**config.mk**
```make
export PLATFORM = sky130hd
export DESIGN_NAME = spi_gap_master
export DESIGN_NICKNAME = d
export VERILOG_FILES = /design/src/rtl/spi_gap_pkg.sv /design/src/rtl/spi_gap_fmt.sv /design/src/rtl/spi_gap_txbuf.sv /design/src/rtl/spi_gap_shift.sv /design/src/rtl/spi_gap_master.sv
export SDC_FILE = /design/constraint.sdc
export NUM_CORES = 1
export LEC_CHECK = 0
export BUFFER_PORTS_ARGS = -buffer_cell sky130_fd_sc_hd__buf_2
export CORE_MARGIN = 4
export CORE_UTILIZATION = 58
export CTS_BUF_LIST = sky130_fd_sc_hd__clkbuf_2
export CTS_CLUSTER_SIZE = 30
export DETAILED_ROUTE_END_ITERATION = 8
export PLACE_DENSITY = 0.85
export SLEW_MARGIN = 20
export SYNTH_ARGS = -nofsm -noshare
export SYNTH_HDL_FRONTEND = slang
export SYNTH_SLANG_ARGS = --single-unit
```
**constraint.sdc**
```tcl
create_clock -name clk -period 3.7 [get_ports clk]
set_input_delay 0.74 -clock clk [delete_from_list [all_inputs] [get_ports clk]]
set_output_delay 0.74 -clock clk [all_outputs]
set_load 0.05 [all_outputs]
```
**src/rtl/spi_gap_pkg.sv**
```systemverilog
package spi_gap_pkg;
  typedef enum logic [2:0] {
    ST_IDLE,
    ST_SHIFT,
    ST_HOLD,
    ST_SETTLE,
    ST_GAP
  } phase_e;

  localparam int GAP_EXTRA = 2;
endpackage

```
**src/rtl/spi_gap_fmt.sv**
```systemverilog
module spi_gap_fmt #(
  parameter int DATA_W = 16,
  parameter int LEN_W  = 5,
  parameter int DIV_W  = 8,
  parameter int GAP_W  = 6,
  parameter int DLY_W  = 8
) (
  input  logic             clk,
  input  logic             rst,
  input  logic             cfg_wr,
  input  logic [DIV_W-1:0] cfg_div,
  input  logic [LEN_W-1:0] cfg_len,
  input  logic [GAP_W-1:0] cfg_gap,
  input  logic             cfg_hold_en,
  input  logic [DLY_W-1:0] cfg_hold,
  input  logic             cfg_settle_en,
  input  logic [DLY_W-1:0] cfg_settle,
  output logic [DIV_W-1:0] f_div,
  output logic [LEN_W-1:0] f_len,
  output logic [GAP_W-1:0] f_gap,
  output logic             f_hold_en,
  output logic [DLY_W-1:0] f_hold,
  output logic             f_settle_en,
  output logic [DLY_W-1:0] f_settle
);
  localparam logic [LEN_W-1:0] LEN_MIN = LEN_W'(2);
  localparam logic [LEN_W-1:0] LEN_MAX = LEN_W'(DATA_W);

  logic [LEN_W-1:0] len_clamped;

  always_comb begin
    if (cfg_len < LEN_MIN)      len_clamped = LEN_MIN;
    else if (cfg_len > LEN_MAX) len_clamped = LEN_MAX;
    else                        len_clamped = cfg_len;
  end

  always_ff @(posedge clk) begin
    if (rst) begin
      f_div       <= DIV_W'(1);
      f_len       <= LEN_MAX;
      f_gap       <= '0;
      f_hold_en   <= 1'b0;
      f_hold      <= '0;
      f_settle_en <= 1'b0;
      f_settle    <= '0;
    end else if (cfg_wr) begin
      f_div       <= cfg_div;
      f_len       <= len_clamped;
      f_gap       <= cfg_gap;
      f_hold_en   <= cfg_hold_en;
      f_hold      <= cfg_hold;
      f_settle_en <= cfg_settle_en;
      f_settle    <= cfg_settle;
    end
  end
endmodule

```
**src/rtl/spi_gap_txbuf.sv**
```systemverilog
module spi_gap_txbuf #(
  parameter int DATA_W = 16,
  parameter int CTRL_W = 32,
  parameter int EN_BIT = 16,
  parameter int GAP_W  = 6
) (
  input  logic              clk,
  input  logic              rst,
  input  logic              wr_en,
  input  logic              wr_full,
  input  logic [CTRL_W-1:0] wr_data,
  input  logic [GAP_W-1:0]  fmt_gap,
  input  logic              take,
  output logic              pend_vld,
  output logic [DATA_W-1:0] pend_word,
  output logic              pend_gap_en,
  output logic [GAP_W-1:0]  pend_gap
);
  logic             lat_en;
  logic [GAP_W-1:0] lat_gap;
  logic             accept;

  assign accept = wr_en && (!pend_vld || take);

  always_ff @(posedge clk) begin
    if (rst) begin
      pend_vld    <= 1'b0;
      pend_word   <= '0;
      pend_gap_en <= 1'b0;
      pend_gap    <= '0;
      lat_en      <= 1'b0;
      lat_gap     <= '0;
    end else if (accept) begin
      pend_vld  <= 1'b1;
      pend_word <= wr_data[DATA_W-1:0];
      if (wr_full) begin
        lat_en      <= wr_data[EN_BIT];
        lat_gap     <= fmt_gap;
        pend_gap_en <= wr_data[EN_BIT];
        pend_gap    <= fmt_gap;
      end else begin
        pend_gap_en <= lat_en;
        pend_gap    <= lat_gap;
      end
    end else if (take) begin
      pend_vld <= 1'b0;
    end
  end

  AST_FULL_BUF_DROPS: assert property (@(posedge clk) disable iff (rst)
    (pend_vld && !take && wr_en) |=> $stable(pend_word));
endmodule

```
**src/rtl/spi_gap_shift.sv**
```systemverilog
module spi_gap_shift #(
  parameter int DATA_W = 16,
  parameter int LEN_W  = 5,
  parameter int DIV_W  = 8
) (
  input  logic              clk,
  input  logic              rst,
  input  logic              start,
  input  logic [DATA_W-1:0] word,
  input  logic [LEN_W-1:0]  len,
  input  logic [DIV_W-1:0]  div,
  output logic              sclk,
  output logic              mosi,
  output logic              last
);
  logic              active;
  logic [DATA_W-1:0] sreg;
  logic [LEN_W-1:0]  bits;
  logic [DIV_W-1:0]  dcnt;
  logic [DIV_W-1:0]  div_l;
  logic [LEN_W-1:0]  shamt;
  logic [DATA_W-1:0] aligned;
  logic              half_end;

  assign shamt    = LEN_W'(DATA_W) - len;
  assign aligned  = word << shamt;
  assign half_end = (dcnt == div_l);
  assign last     = active && half_end && sclk && (bits == '0);

  always_ff @(posedge clk) begin
    if (rst) begin
      active <= 1'b0;
      sreg   <= '0;
      bits   <= '0;
      dcnt   <= '0;
      div_l  <= '0;
      sclk   <= 1'b0;
      mosi   <= 1'b0;
    end else if (start) begin
      active <= 1'b1;
      sreg   <= aligned;
      mosi   <= aligned[DATA_W-1];
      bits   <= len - LEN_W'(1);
      dcnt   <= '0;
      div_l  <= div;
      sclk   <= 1'b0;
    end else if (active) begin
      if (half_end) begin
        dcnt <= '0;
        if (!sclk) begin
          sclk <= 1'b1;
        end else begin
          sclk <= 1'b0;
          if (bits == '0) begin
            active <= 1'b0;
          end else begin
            bits <= bits - LEN_W'(1);
            sreg <= sreg << 1;
            mosi <= sreg[DATA_W-2];
          end
        end
      end else begin
        dcnt <= dcnt + DIV_W'(1);
      end
    end
  end

  AST_SCLK_IDLE_LOW: assert property (@(posedge clk) disable iff (rst)
    !active |-> !sclk);
  AST_MOSI_STABLE_HIGH: assert property (@(posedge clk) disable iff (rst)
    (sclk && $past(sclk)) |-> $stable(mosi));
endmodule

```
**src/rtl/spi_gap_master.sv**
```systemverilog
module spi_gap_master #(
  parameter int DATA_W = 16,
  parameter int CTRL_W = 32,
  parameter int EN_BIT = 16,
  parameter int LEN_W  = 5,
  parameter int DIV_W  = 8,
  parameter int GAP_W  = 6,
  parameter int DLY_W  = 8
) (
  input  logic              clk,
  input  logic              rst,
  input  logic              wr_en,
  input  logic              wr_full,
  input  logic [CTRL_W-1:0] wr_data,
  input  logic              cfg_wr,
  input  logic [DIV_W-1:0]  cfg_div,
  input  logic [LEN_W-1:0]  cfg_len,
  input  logic [GAP_W-1:0]  cfg_gap,
  input  logic              cfg_hold_en,
  input  logic [DLY_W-1:0]  cfg_hold,
  input  logic              cfg_settle_en,
  input  logic [DLY_W-1:0]  cfg_settle,
  output logic              sclk,
  output logic              mosi,
  output logic              cs_n,
  output logic              busy
);
  import spi_gap_pkg::*;

  localparam int CNT_W = (DLY_W > GAP_W + 1) ? DLY_W : GAP_W + 1;

  logic [DIV_W-1:0]  f_div;
  logic [LEN_W-1:0]  f_len;
  logic [GAP_W-1:0]  f_gap;
  logic              f_hold_en, f_settle_en;
  logic [DLY_W-1:0]  f_hold, f_settle;
  logic              pend_vld, pend_gap_en;
  logic [DATA_W-1:0] pend_word;
  logic [GAP_W-1:0]  pend_gap;
  logic              start, shift_last, adv;
  logic [1:0]        stage;
  phase_e            state, nxt;
  logic [CNT_W-1:0]  cnt, nxt_cnt, gap_load;
  logic              act_gap_en;
  logic [GAP_W-1:0]  act_gap;
  logic              hold_on, settle_on, cnt_one;

  spi_gap_fmt #(.DATA_W(DATA_W), .LEN_W(LEN_W), .DIV_W(DIV_W), .GAP_W(GAP_W),
                .DLY_W(DLY_W)) u_fmt (
    .clk(clk), .rst(rst), .cfg_wr(cfg_wr), .cfg_div(cfg_div), .cfg_len(cfg_len),
    .cfg_gap(cfg_gap), .cfg_hold_en(cfg_hold_en), .cfg_hold(cfg_hold),
    .cfg_settle_en(cfg_settle_en), .cfg_settle(cfg_settle),
    .f_div(f_div), .f_len(f_len), .f_gap(f_gap), .f_hold_en(f_hold_en),
    .f_hold(f_hold), .f_settle_en(f_settle_en), .f_settle(f_settle));

  spi_gap_txbuf #(.DATA_W(DATA_W), .CTRL_W(CTRL_W), .EN_BIT(EN_BIT),
                  .GAP_W(GAP_W)) u_buf (
    .clk(clk), .rst(rst), .wr_en(wr_en), .wr_full(wr_full), .wr_data(wr_data),
    .fmt_gap(f_gap), .take(start), .pend_vld(pend_vld), .pend_word(pend_word),
    .pend_gap_en(pend_gap_en), .pend_gap(pend_gap));

  spi_gap_shift #(.DATA_W(DATA_W), .LEN_W(LEN_W), .DIV_W(DIV_W)) u_shift (
    .clk(clk), .rst(rst), .start(start), .word(pend_word), .len(f_len),
    .div(f_div), .sclk(sclk), .mosi(mosi), .last(shift_last));

  assign hold_on   = f_hold_en && (f_hold != '0);
  assign settle_on = f_settle_en && (f_settle != '0);
  assign gap_load  = CNT_W'(act_gap) + CNT_W'(GAP_EXTRA);
  assign cnt_one   = (cnt == CNT_W'(1));

  always_comb begin
    nxt     = state;
    nxt_cnt = cnt;
    start   = 1'b0;
    adv     = 1'b0;
    stage   = 2'd0;
    case (state)
      ST_IDLE: if (pend_vld) begin
        nxt   = ST_SHIFT;
        start = 1'b1;
      end
      ST_SHIFT: if (shift_last) adv = 1'b1;
      ST_HOLD: begin
        stage = 2'd1;
        if (cnt_one) adv = 1'b1;
        else nxt_cnt = cnt - CNT_W'(1);
      end
      ST_SETTLE: begin
        stage = 2'd2;
        if (cnt_one) adv = 1'b1;
        else nxt_cnt = cnt - CNT_W'(1);
      end
      ST_GAP: begin
        stage = 2'd3;
        if (cnt_one) adv = 1'b1;
        else nxt_cnt = cnt - CNT_W'(1);
      end
      default: nxt = ST_IDLE;
    endcase
    if (adv) begin
      if (stage < 2'd1 && hold_on) begin
        nxt     = ST_HOLD;
        nxt_cnt = CNT_W'(f_hold);
      end else if (stage < 2'd2 && settle_on) begin
        nxt     = ST_SETTLE;
        nxt_cnt = CNT_W'(f_settle);
      end else if (stage < 2'd3 && act_gap_en) begin
        nxt     = ST_GAP;
        nxt_cnt = gap_load;
      end else if (pend_vld) begin
        nxt   = ST_SHIFT;
        start = 1'b1;
      end else begin
        nxt = ST_IDLE;
      end
    end
  end

  always_ff @(posedge clk) begin
    if (rst) begin
      state      <= ST_IDLE;
      cnt        <= '0;
      act_gap_en <= 1'b0;
      act_gap    <= '0;
      cs_n       <= 1'b1;
      busy       <= 1'b0;
    end else begin
      state <= nxt;
      cnt   <= nxt_cnt;
      cs_n  <= !(nxt == ST_SHIFT || nxt == ST_HOLD);
      busy  <= (nxt != ST_IDLE);
      if (start) begin
        act_gap_en <= pend_gap_en;
        act_gap    <= pend_gap;
      end
    end
  end

  AST_SCLK_NEEDS_CS: assert property (@(posedge clk) disable iff (rst)
    sclk |-> !cs_n);
  AST_GAP_MIN_TWO: assert property (@(posedge clk) disable iff (rst)
    (state == ST_GAP && $past(state) != ST_GAP) |=> (state == ST_GAP));
  AST_CS_IMPLIES_BUSY: assert property (@(posedge clk) disable iff (rst)
    !cs_n |-> busy);
endmodule

```
==> metrics.md, run 1 <==
| Metric | Value |
|---|---|
| Synth unique cells | `between 70 and 80` |
| Via count | `5572` |
| Post-synthesis cell count | `slightly above 700` |
| Via-to-Cell Ratio | `6.19` |
| Overall Power | `roughly 2.7 mW` |
| Hold Crit Endpoint | `u_fmt.f_div[0]$_SDFFE_PP1P_` |
| Logic pwr share | `0.166` |
| Row count | `38` |
| Post-synth EDFFs | `0` |
| H-Tree Depth | `4` |
| Worst-case reg-to-reg path depth | `7` |
| Setup TNS | `0 ps` |
| Switch share | `0.304` |
| Die width | `around 110 um` |
| Critical path data arrival time | `between 3000 and 4000 ps` |
| Hold WC Path Type | `in2reg` |
| Most common cell after layout, fill and taps aside | `dfxtp_1` |
| Filler cells | `between 800 and 900` |
| CP Max Fanout | `20` |
| VDD IR max | `just over 0.0003 V` |
| Max-cap violations | `0` |
| Clock latency on the worst-skew pair | `730 ps` |
| Final setup fails | `0` |
| Layout cell share with drive strength beyond 1 | `0.188` |
| Area of the core | `~11000 um^2` |
| Sequential share of power | `0.516` |
| Gpl congestion | `roughly 0.92` |
| Hold Path Cell Cnt | `3` |
| Fmax | `about 0.33 GHz` |
| Initial antenna violation count | `0` |
| CTS tree | `done` |
| Initial core utilization | `0.595` |
| Placed insts | `around 870` |
| Cell repeated most along the worst path | `nand2_1` |
| All-Layer GR Usage | `0.250` |
| Final nets | `~830` |
| Commonest cells after routing, fill and taps aside | `dfxtp_1, mux2i_1, nand2_1, buf_2, nor2_1` |
| Required time at the worst-slack endpoint | `roughly 4300 ps` |
| FFs w/ async S/R, synth | `0` |
| Crit Path Class | `reg2reg` |
| Final Non-Filler Cells | `900` |
| Reg2reg end | `u_shift.sreg[8]$_SDFFE_PP0P_` |
| I/O pins | `around 80` |
| Cell taking the most area after synthesis | `dfxtp_1` |
| Synth warn | `0` |
| Final hold vios | `0` |
| First-pass GRT wire length | `~26000 um` |
| CTS root buffer | `clkbuf_2` |
| Largest stage delay, worst path | `690 ps` |
| PD cells | `around 390 nW/um^2` |
| Lkg Pwr | `2.72 nW` |
| Setup Buffers After CTS | `0` |
| Tmin final | `3020 ps` |
| Die area | `12900 um^2` |
| DR DRC count | `0` |
| Fin crit share | `0.817` |
| CP endpoint kind | `flip-flop` |
| Drt pass-1 iters | `5` |
| Relative slew slack | `0.404` |
| Area after DPL | `a little under 7000 um^2` |
| Reg2reg setup slack | `680 ps` |
| Diode count | `0` |
| Clk pwr share | `0.317` |
| RSZ-0062 raised after global routing | `no` |
| Switching power | `between 0.8 and 0.9 mW` |
| Syn Nets | `786` |
| Final WS setup | `a little under 700 ps` |
| Number of buffers created by CTS | `17` |
| Hold-fix buffers at CTS | `0` |
| Drt wl/cell | `17.0 um` |
| GR Overflow Total | `0` |
| Startpoint types | `flip-flop` |
| Post-synthesis register bit count | `120` |
| Synthesized area | `between 6000 and 7000 um^2` |
| Slowest CP cell | `nor2_2` |
| Startpoint of the worst hold path | `cfg_div[0]` |
| Crit path buffers/inverters | `1` |
| Final ANT Viol Nets | `0` |
| Die H | `113 um` |
| Syn Area/Cell | `about 9 um^2` |
| Max Slew Vio Count | `0` |
| Launching point of the worst reg2reg path | `state[1]$_SDFF_PP0_` |
| Post-layout util | `0.648` |
| Top cell type's share of synthesized area | `0.372` |
| Post-route design area | `approximately 7000 um^2` |
| Clock-pin slew on the worst setup and hold paths | `between 150 and 200 ps` |
| Pre-CTS setup slack | `766 ps` |
| Number of I/O port buffers | `a little over 60` |
| WHS | `about 240 ps` |
| Crit-path cells | `or3b_1 -> nand2_1 -> nand2_1 -> a211oi_4 -> buf_4 -> nor2_2 -> a211oi_1` |
| Synth area leaders | `dfxtp_1, mux2i_1, nand2_1` |
| Actual slew at the worst max-slew pin | `roughly 890 ps` |
| Largest net degree at the start of global routing | `72` |
| Main synth FF type | `dfxtp_1` |
| Synth-to-layout area growth | `8.92%` |
| Layout Skew | `approximately 37 ps` |
| Register area share after synthesis | `0.372` |
| Pint | `1.91 mW` |
| Clk sinks | `120` |
| DP HPWL | `~11000 um` |
| CP top delay family | `simple AND/OR/NAND/NOR gates` |
| CTS resizes | `0` |
| Max Root-Sink Buffers | `2` |
| Initial DRC count | `between 300 and 400` |
| Final wirelength | `15300 um` |
| Outcome | `finished, final reports clean` |
| Vias in the first global route | `5371` |
==> power groups by stage <==
stage | logic (mW) | registers (mW) | clock network [mW]
2_1_floorplan | 0.344 | 1.43 | 0
3_3_place_gp | 0.435 | 1.44 | 0
3_5_place_dp | 0.450 | 1.44 | 0
4_1_cts | 0.452 | 1.42 | 0.893
5_1_grt | 0.500 | 1.43 | 0.947
6_report | 0.457 | 1.42 | 0.872
==> per-layer routing <==
layer,track usage,part of all wire,vias to the layer above,wire [um]
met5,0,0,-,0
met4,0.0857,0.018,0,281
met3,0.0695,0.061,22,938
met2,0.389,0.46,177,7110
met1,0.336,0.46,2685,7000
li1,-,-,2688,-
==> cell type report <==
class | instances | area (um^2) | share of cell area
well taps | 140 | 175 | 0.0249
inverters | 12 | 45.0 | 0.00641
flip-flops and latches | 120 | 2400 | 0.342
multi-input cells | 521 | 3740 | 0.533
clock inverters | 14 | 158 | 0.0224
clock buffers | 17 | 85.1 | 0.0121
repair buffers | 76 | 415 | 0.0591
==> logic make-up (layout without fill, tap and decap cells) <==
family                     Yosys count  count (layout)  share of synthesized area
muxes                               95              95                      0.171
DFF                                120             120                      0.372
AOI/OAI and AO/OA                  164             164                      0.182
and+or+nand+nor                    227             227                      0.175
buffers and inverters               66             119                     0.0483
adders and majority gates            5               5                    0.00970
xor gates and xnor gates            30              30                     0.0407
==> how the worst max path moves through the flow <==
stage / from / endpoint / slack, ps / depth (start not counted)
floorplan: u_fmt.f_len[0]$_SDFFE_PP0P_ / u_shift.sreg[14]$_SDFFE_PP0P_ / 1090 / 10
finish: state[1]$_SDFF_PP0_ / u_shift.sreg[8]$_SDFFE_PP0P_ / 680 / 7
detailed placement: state[1]$_SDFF_PP0_ / u_shift.sreg[8]$_SDFFE_PP0P_ / 770 / 7
CTS: state[1]$_SDFF_PP0_ / u_shift.sreg[8]$_SDFFE_PP0P_ / 730 / 7
global placement: state[1]$_SDFF_PP0_ / u_shift.bits[4]$_SDFFE_PP0P_ / 910 / 7
global route: state[1]$_SDFF_PP0_ / u_shift.bits[4]$_SDFFE_PP0P_ / 490 / 7
==> cells in the mapped netlist, types with 12 or more instances <==
cell type,instances
mux4_2,12
xor2_1,16
clkbuf_1,24
o21ai_0,23
a211oi_1,12
nor4_1,13
nor2_1,59
dfxtp_1,120
xnor2_1,14
a21oi_1,37
nand2_1,80
nand3_1,16
buf_2,15
nor3_1,17
mux2i_1,80
==> worst min-delay path: stages <==
cell and delay, ps:
buf_2 80, mux2i_1 50, nand2_1 50
==> state kept, by name, summed over array words and instances (netlist names) <==
register           cells
u_buf.pend_word       16
u_shift.sreg          15
cnt                    8
u_fmt.f_div            8
u_fmt.f_hold           8
u_fmt.f_settle         8
u_shift.dcnt           8
u_shift.div_l          8
act_gap                6
u_buf.pend_gap         6
u_fmt.f_gap            6
u_fmt.f_len            5
u_shift.bits           5
state                  3
act_gap_en             1
busy                   1
cs_n                   1
u_buf.pend_gap_en      1
u_buf.pend_vld         1
u_fmt.f_hold_en        1
u_fmt.f_settle_en      1
u_shift.active         1
u_shift.mosi           1
u_shift.sclk           1
Power figures use the tool's default switching activity.
==> inputs of run 2 (changes only) <==
==> constraint.sdc (replaced) <==
create_clock -name clk -period 2.8 [get_ports clk]
set_input_delay 0.56 -clock clk [delete_from_list [all_inputs] [get_ports clk]]
set_output_delay 0.56 -clock clk [all_outputs]
set_load 0.05 [all_outputs]
==> run 2 against run 1 <==
Against the previous run:
- clock skew down 1.2 ps
- critical path depth unchanged
- maximum frequency up 16%
- cell count up 1.3%
- clock power up 28%
- sequential share of layout area down 0.46 points
- final area up 1.4%
- wire length up 0.48%
- sequential power up 32%
- sequential cell count unchanged
- via count up 0.41%
- highest routed layer unchanged
==> metrics.md, run 2 (synthesized netlist as in run 1, its figures left out) <==
| Metric | Value |
|---|---|
| DP HPWL | `11000 um (+0.92%)` |
| Max Root-Sink Buffers | `2 (unchanged)` |
| Final setup fails | `0 (unchanged)` |
| Final Non-Filler Cells | `912 (+1.3%)` |
| Post-layout util | `0.657 (+0.00889)` |
| Most common cell after layout, fill and taps aside | `dfxtp_1` |
| I/O pins | `78 (unchanged)` |
| Largest net degree at the start of global routing | `92 (+28%)` |
| Hold WC Path Type | `in2reg` |
| DR DRC count | `0 (unchanged)` |
| Row count | `38 (unchanged)` |
| Biggest register | `u_buf.pend_word` |
| VDD IR max | `0.000372 V (+21%)` |
| Die H | `113 um (unchanged)` |
| Final hold vios | `0 (unchanged)` |
| Reg2reg setup slack | `190 ps (-480 ps)` |
| Overall Power | `3.61 mW (+31%)` |
| Via count | `5595 (+0.41%)` |
| Area after DPL | `6860 um^2 (+1.1%)` |
| GR Overflow Total | `0 (unchanged)` |
| Layout Skew | `35.4 ps (-1.23 ps)` |
| Commonest cells after routing, fill and taps aside | `dfxtp_1, mux2i_1, nand2_1, buf_2, nor2_1` |
| Crit. Startpoint | `state[2]$_SDFF_PP0_` |
| CP Capture Point | `u_shift.sreg[3]$_SDFFE_PP0P_` |
| Fmax | `0.384 GHz (+16%)` |
| CTS resizes | `0 (unchanged)` |
| Final nets | `838 (+1.3%)` |
| Die area | `12900 um^2 (unchanged)` |
| Fin crit share | `0.931 (+0.114)` |
| Largest stage delay, worst path | `520 ps (-170 ps)` |
| Max Slew Vio Count | `0 (unchanged)` |
| Initial antenna violation count | `0 (unchanged)` |
| CP Max Fanout | `22 (+10%)` |
| Actual slew at the worst max-slew pin | `965 ps (+72.3 ps)` |
| All-Layer GR Usage | `0.244 (-0.00554)` |
| Die width | `113 um (unchanged)` |
| Required time at the worst-slack endpoint | `3440 ps (-820 ps)` |
| Max-cap violations | `0 (unchanged)` |
| Reg2reg end | `u_shift.sreg[3]$_SDFFE_PP0P_` |
| Synth-to-layout area growth | `10.4%` |
| RSZ-0062 raised after global routing | `no` |
| Diode count | `0 (unchanged)` |
| CP top delay family | `compound AO/OA/AOI/OAI gates` |
| Setup TNS | `0 ps (unchanged)` |
| Initial core utilization | `0.595 (unchanged)` |
| Clk sinks | `120 (unchanged)` |
| Drt wl/cell | `16.9 um (-0.84%)` |
| Crit path buffers/inverters | `1 (unchanged)` |
| First-pass GRT wire length | `25500 um (-1.6%)` |
| Startpoint types | `flip-flop` |
| Initial DRC count | `375 (+3.0%)` |
| Drt pass-1 iters | `5 (unchanged)` |
| Gpl congestion | `0.878 (-4.5%)` |
| Crit-path cells | `or3b_1 -> and3_1 -> a22o_4 -> a211o_1 -> buf_4 -> a211o_1 -> o31ai_1` |
| Via-to-Cell Ratio | `6.13 (-0.91%)` |
| CTS tree | `done` |
| Final wirelength | `15400 um (+0.48%)` |
| Max reg flops | `16 (unchanged)` |
| WP depth | `7 (unchanged)` |
| CP endpoint kind | `flip-flop` |
| CTS root buffer | `clkbuf_2` |
| Layout cell share with drive strength beyond 1 | `0.201 (+0.0126)` |
| Relative slew slack | `0.356 (-0.0476)` |
| Cell repeated most along the worst path | `a211o_1` |
| Regs by FF count | `u_buf.pend_word (16), u_shift.sreg (15)` |
| Final ANT Viol Nets | `0 (unchanged)` |
| Number of I/O port buffers | `62 (unchanged)` |
| Crit Path Class | `reg2reg` |
| Worst-case reg-to-reg path depth | `7 (unchanged)` |
| Slowest CP cell | `dfxtp_1` |
| Outcome | `finished, final reports clean` |
| Critical path data arrival time | `3240 ps (-340 ps)` |
| H-Tree Depth | `4 (unchanged)` |
| Placed insts | `878 (+1.0%)` |
| Clock-pin slew on the worst setup and hold paths | `190 ps (+20 ps)` |
| Number of buffers created by CTS | `17 (unchanged)` |
| Tmin final | `2610 ps (-415 ps)` |
| Vias in the first global route | `5225 (-2.7%)` |
| Clock latency on the worst-skew pair | `720 ps (about the same)` |
| Area of the core | `10800 um^2 (unchanged)` |
| Post-route design area | `7120 um^2 (+1.4%)` |
| Lkg Pwr | `2.77 nW (+2.0%)` |
| PD cells | `507 nW/um^2 (+30%)` |
| Launching point of the worst reg2reg path | `state[2]$_SDFF_PP0_` |
run 2: changes by cell type in the layout (fill, tap and decap cells not counted), sizes merged:
cell	delta
inv	-1
clkinv	+3
dlygate4sd3	+2
bufinv	-1
buf	+9
run 2: worst min-delay path by stage:
stage                                      from                                to  slack, ps  cells past startpoint
2_1_floorplan  u_buf.pend_word[15]$_SDFFE_PP0P_  u_buf.pend_word[15]$_SDFFE_PP0P_        430                      2
3_3_place_gp   u_buf.pend_word[15]$_SDFFE_PP0P_  u_buf.pend_word[15]$_SDFFE_PP0P_        450                      2
3_5_place_dp     u_buf.pend_gap[1]$_SDFFE_PP0P_    u_buf.pend_gap[1]$_SDFFE_PP0P_        460                      2
4_1_cts                              cfg_div[0]       u_fmt.f_div[0]$_SDFFE_PP1P_          5                      3
5_1_grt                              cfg_div[0]       u_fmt.f_div[0]$_SDFFE_PP1P_          5                      3
6_report                             cfg_div[0]       u_fmt.f_div[0]$_SDFFE_PP1P_         50                      3
run 2: cell type report:
class                      count  area [um^2]
clock buffer                  17         85.1
multi-input combinational    521         3740
timing repair buffer          87          515
clock inverter                15          156
fill                         897         3720
tap                          140          175
inverter                      12         45.0
sequential                   120         2400
run 2: where the power goes:
part / switching, mW / leakage (nW) / total, mW / internal (mW)
sequential: 0.0785 / 0.981 / 1.87 / 1.79
combinational: 0.355 / 1.66 / 0.617 / 0.262
clock: 0.712 / 0.132 / 1.12 / 0.407
run 2: tightest hold or removal path, cell delays in order:
cell	delay (ps)
buf_2	70
mux2i_1	50
nand2_1	60
run 2: what timing repair did:
item                      4_1_cts  5_1_grt
hold endpoints to repair        2        0
hold buffers                    2        0
setup buffers                   0        0
run 2: layer usage:
layer | wire, um | vias to the layer above | track usage
met1 | 7170 | 2682 | 0.340
met3 | 775 | 31 | 0.0504
met4 | 335 | 0 | 0.100
met5 | 0 | - | 0
met2 | 7130 | 175 | 0.372
li1 | - | 2707 | -
run 2: metrics by stage:
stage / hold WS, ps / setup WS (ps)
after global routing: 5.22 / 62.0
final: 55.0 / 193
after CTS: 5.00 / 193
after floorplan: 432 / 193
after global placement: 447 / 306
after detailed placement: 462 / 241
==> inputs of run 3 (changes only) <==
--- a/config.mk
+++ b/config.mk
@@ -6,6 +6,7 @@
 export NUM_CORES = 1
 export LEC_CHECK = 0
 export BUFFER_PORTS_ARGS = -buffer_cell sky130_fd_sc_hd__buf_2
+export CORE_ASPECT_RATIO = 1.4
 export CORE_MARGIN = 4
 export CORE_UTILIZATION = 58
 export CTS_BUF_LIST = sky130_fd_sc_hd__clkbuf_2
==> run 3 against run 2 <==
Against the previous run:
- clock power rose by 16%
- critical path type unchanged
- maximum frequency decreased by 1.2%
- wire length is 0.16% lower
- sequential share of layout area down 0.57 points
- critical endpoint is now u_shift.sreg[1]$_SDFFE_PP0P_
- largest power group unchanged
- highest routed layer unchanged
==> metrics.md, run 3 (synthesized netlist as in run 1, its figures left out) <==
| Metric | Value |
|---|---|
| Crit Path Class | `reg2reg` |
| Final wirelength | `15400 um (-0.16%)` |
| Reg2reg end | `u_shift.sreg[1]$_SDFFE_PP0P_` |
| Most common cell after layout, fill and taps aside | `dfxtp_1` |
| Reg2reg setup slack | `160 ps (-30 ps)` |
| DR DRC count | `0 (unchanged)` |
| Max-cap violations | `0 (unchanged)` |
| Tmin final | `2640 ps (+32.3 ps)` |
| GR Overflow Total | `0 (unchanged)` |
| Largest stage delay, worst path | `490 ps (-30 ps)` |
| RSZ-0062 raised after global routing | `no` |
| Fmax | `0.379 GHz (-1.2%)` |
| Final ANT Viol Nets | `0 (unchanged)` |
| Initial core utilization | `0.594 (-0.00144)` |
| Commonest cells after routing, fill and taps aside | `dfxtp_1, mux2i_1, nand2_1, buf_2, nor2_1` |
| First-pass GRT wire length | `26100 um (+2.4%)` |
| Pint | `2.65 mW (+7.7%)` |
| Outcome | `finished, final reports clean` |
| Relative slew slack | `0.508 (+0.151)` |
| Gpl congestion | `0.884 (+0.72%)` |
| Initial antenna violation count | `1 (+1)` |
| Regs by FF count | `u_buf.pend_word (16), u_shift.sreg (15)` |
| Biggest register | `u_buf.pend_word` |
| DP HPWL | `10900 um (-0.91%)` |
| WP depth | `7 (unchanged)` |
| Startpoint types | `flip-flop` |
| Overall Power | `3.80 mW (+5.2%)` |
| Required time at the worst-slack endpoint | `3430 ps (about the same)` |
| Via-to-Cell Ratio | `6.14 (about the same)` |
| Die width | `97.1 um (-14%)` |
| CP Max Fanout | `15 (-32%)` |
| CTS resizes | `0 (unchanged)` |
| Final setup fails | `0 (unchanged)` |
| Die H | `133 um (+17%)` |
| Slowest CP cell | `or3b_1` |
| Drt pass-1 iters | `5 (unchanged)` |
| Final hold vios | `0 (unchanged)` |
| Max reg flops | `16 (unchanged)` |
| Clk sinks | `120 (unchanged)` |
| Final nets | `844 (+0.72%)` |
| Number of buffers created by CTS | `17 (unchanged)` |
| Clock latency on the worst-skew pair | `720 ps (about the same)` |
| CP Capture Point | `u_shift.sreg[1]$_SDFFE_PP0P_` |
| Synth-to-layout area growth | `12.3%` |
| Lkg Pwr | `2.84 nW (+2.6%)` |
| VDD IR max | `0.000392 V (+5.4%)` |
| Max Root-Sink Buffers | `2 (unchanged)` |
| Launching point of the worst reg2reg path | `state[0]$_SDFF_PP0_` |
| Clk pwr share | `0.342 (+0.032)` |
| Via count | `5649 (+0.97%)` |
| Actual slew at the worst max-slew pin | `733 ps (-232 ps)` |
| CP top delay family | `compound AO/OA/AOI/OAI gates` |
| PD cells | `524 nW/um^2 (+3.4%)` |
| CTS tree | `done` |
| Max Slew Vio Count | `0 (unchanged)` |
| Crit path buffers/inverters | `1 (unchanged)` |
| Clock-pin slew on the worst setup and hold paths | `190 ps (about the same)` |
| CTS root buffer | `clkbuf_2` |
| Switching power | `1.14 mW (-0.29%)` |
| Crit. Startpoint | `state[0]$_SDFF_PP0_` |
| I/O pins | `78 (unchanged)` |
| Layout cell share with drive strength beyond 1 | `0.206 (+0.00488)` |
| Worst-case reg-to-reg path depth | `7 (unchanged)` |
| Logic pwr share | `0.165 (-0.006)` |
| Largest net degree at the start of global routing | `92 (unchanged)` |
| Die area | `12900 um^2 (+0.18%)` |
| Drt wl/cell | `16.7 um (-1.0%)` |
| Initial DRC count | `401 (+6.9%)` |
| Fin crit share | `0.942 (+0.0115)` |
| Crit-path cells | `or3b_1 -> and3_1 -> a22o_4 -> a211o_1 -> buf_12 -> a211o_1 -> o31ai_1` |
| Critical path data arrival time | `3270 ps (+30 ps)` |
| H-Tree Depth | `4 (unchanged)` |
| Area of the core | `10900 um^2 (+0.24%)` |
| Cell repeated most along the worst path | `a211o_1` |
| Layout Skew | `27.3 ps (-8.07 ps)` |
| All-Layer GR Usage | `0.244 (-0.000341)` |
| CP endpoint kind | `flip-flop` |
| Row count | `45 (+18%)` |
| Number of I/O port buffers | `62 (unchanged)` |
| Sequential share of power | `0.493 (-0.026)` |
| Vias in the first global route | `5451 (+4.3%)` |
| Switch share | `0.301 (-0.0165)` |
| Hold WC Path Type | `in2reg` |
| Filler cells | `867 (-3.3%)` |
| Setup TNS | `0 ps (unchanged)` |
[run 3: cell count changes in the layout (fill, tap and decap cells not counted), sizes merged]
cell,delta
inv,+1
diode,+1
dlygate4sd3,+1
clkinvlp,-3
bufinv,+2
buf,+5
[run 3: layout make-up]
| class | count | area, um^2 | area share |
|---|---|---|---|
| antenna | 1 | 2.50 | 0.000345 |
| clock buffer | 17 | 85.1 | 0.0117 |
| clock inverter | 15 | 203 | 0.0280 |
| inverter | 12 | 45.0 | 0.00622 |
| multi-input combinational | 521 | 3740 | 0.517 |
| sequential | 120 | 2400 | 0.332 |
| tap | 141 | 176 | 0.0244 |
| timing repair buffer | 93 | 588 | 0.0812 |
[run 3: layer usage]
metal	vias up	track usage	share of wire
met2	190	0.398	0.49
met1	2707	0.316	0.44
met5	-	0	0
met4	0	0.0757	0.019
met3	29	0.0654	0.055
li1	2723	-	-
[run 3: worst min-delay path by stage]
stage	from	endpoint	slack, ps	cells after the start
final	cfg_div[0]	u_fmt.f_div[0]$_SDFFE_PP1P_	60	3
after CTS	cfg_hold[7]	u_fmt.f_hold[7]$_SDFFE_PP0P_	0.3	3
after floorplan	u_buf.pend_word[15]$_SDFFE_PP0P_	u_buf.pend_word[15]$_SDFFE_PP0P_	430	2
after global routing	cfg_settle[0]	u_fmt.f_settle[0]$_SDFFE_PP0P_	5	3
after global placement	u_fmt.f_gap[3]$_SDFFE_PP0P_	u_buf.pend_gap[3]$_SDFFE_PP0P_	450	2
after detailed placement	u_fmt.f_gap[3]$_SDFFE_PP0P_	u_buf.pend_gap[3]$_SDFFE_PP0P_	460	2
[run 3: stage by stage]
stage / std cells / cell area [um^2] / hold slack, ps / worst slack, ps / util
floorplan: 707 / 6450 / 432 / 193 / -
global placement: 882 / 6910 / 452 / 261 / 0.636
detailed placement: 882 / 6910 / 457 / 231 / 0.636
CTS: 914 / 7200 / 0.313 / 190 / 0.662
global route: 920 / 7240 / 4.82 / 4.37 / 0.667
finish: 920 / 7240 / 63.2 / 161 / 0.667
[run 3: tightest hold or removal path, stage by stage]
cell     delay (ps)
buf_2            70
mux2i_1          50
nand2_1          60
[run 3: timing repair]
action                                 CTS  global route
setup endpoints to repair                0             1
hold buffers                             0             3
buffers inserted                         0             2
endpoints found under the hold margin    0             3
[run 3: power groups by stage]
stage               Sequential (mW)  Clock (mW)  Combinational [mW]
detailed placement             1.91           0               0.611
global placement               1.90           0               0.584
global route                   1.89        1.39               0.685
CTS                            1.87        1.32               0.616
finish                         1.87        1.30               0.624
floorplan                      1.89           0               0.455
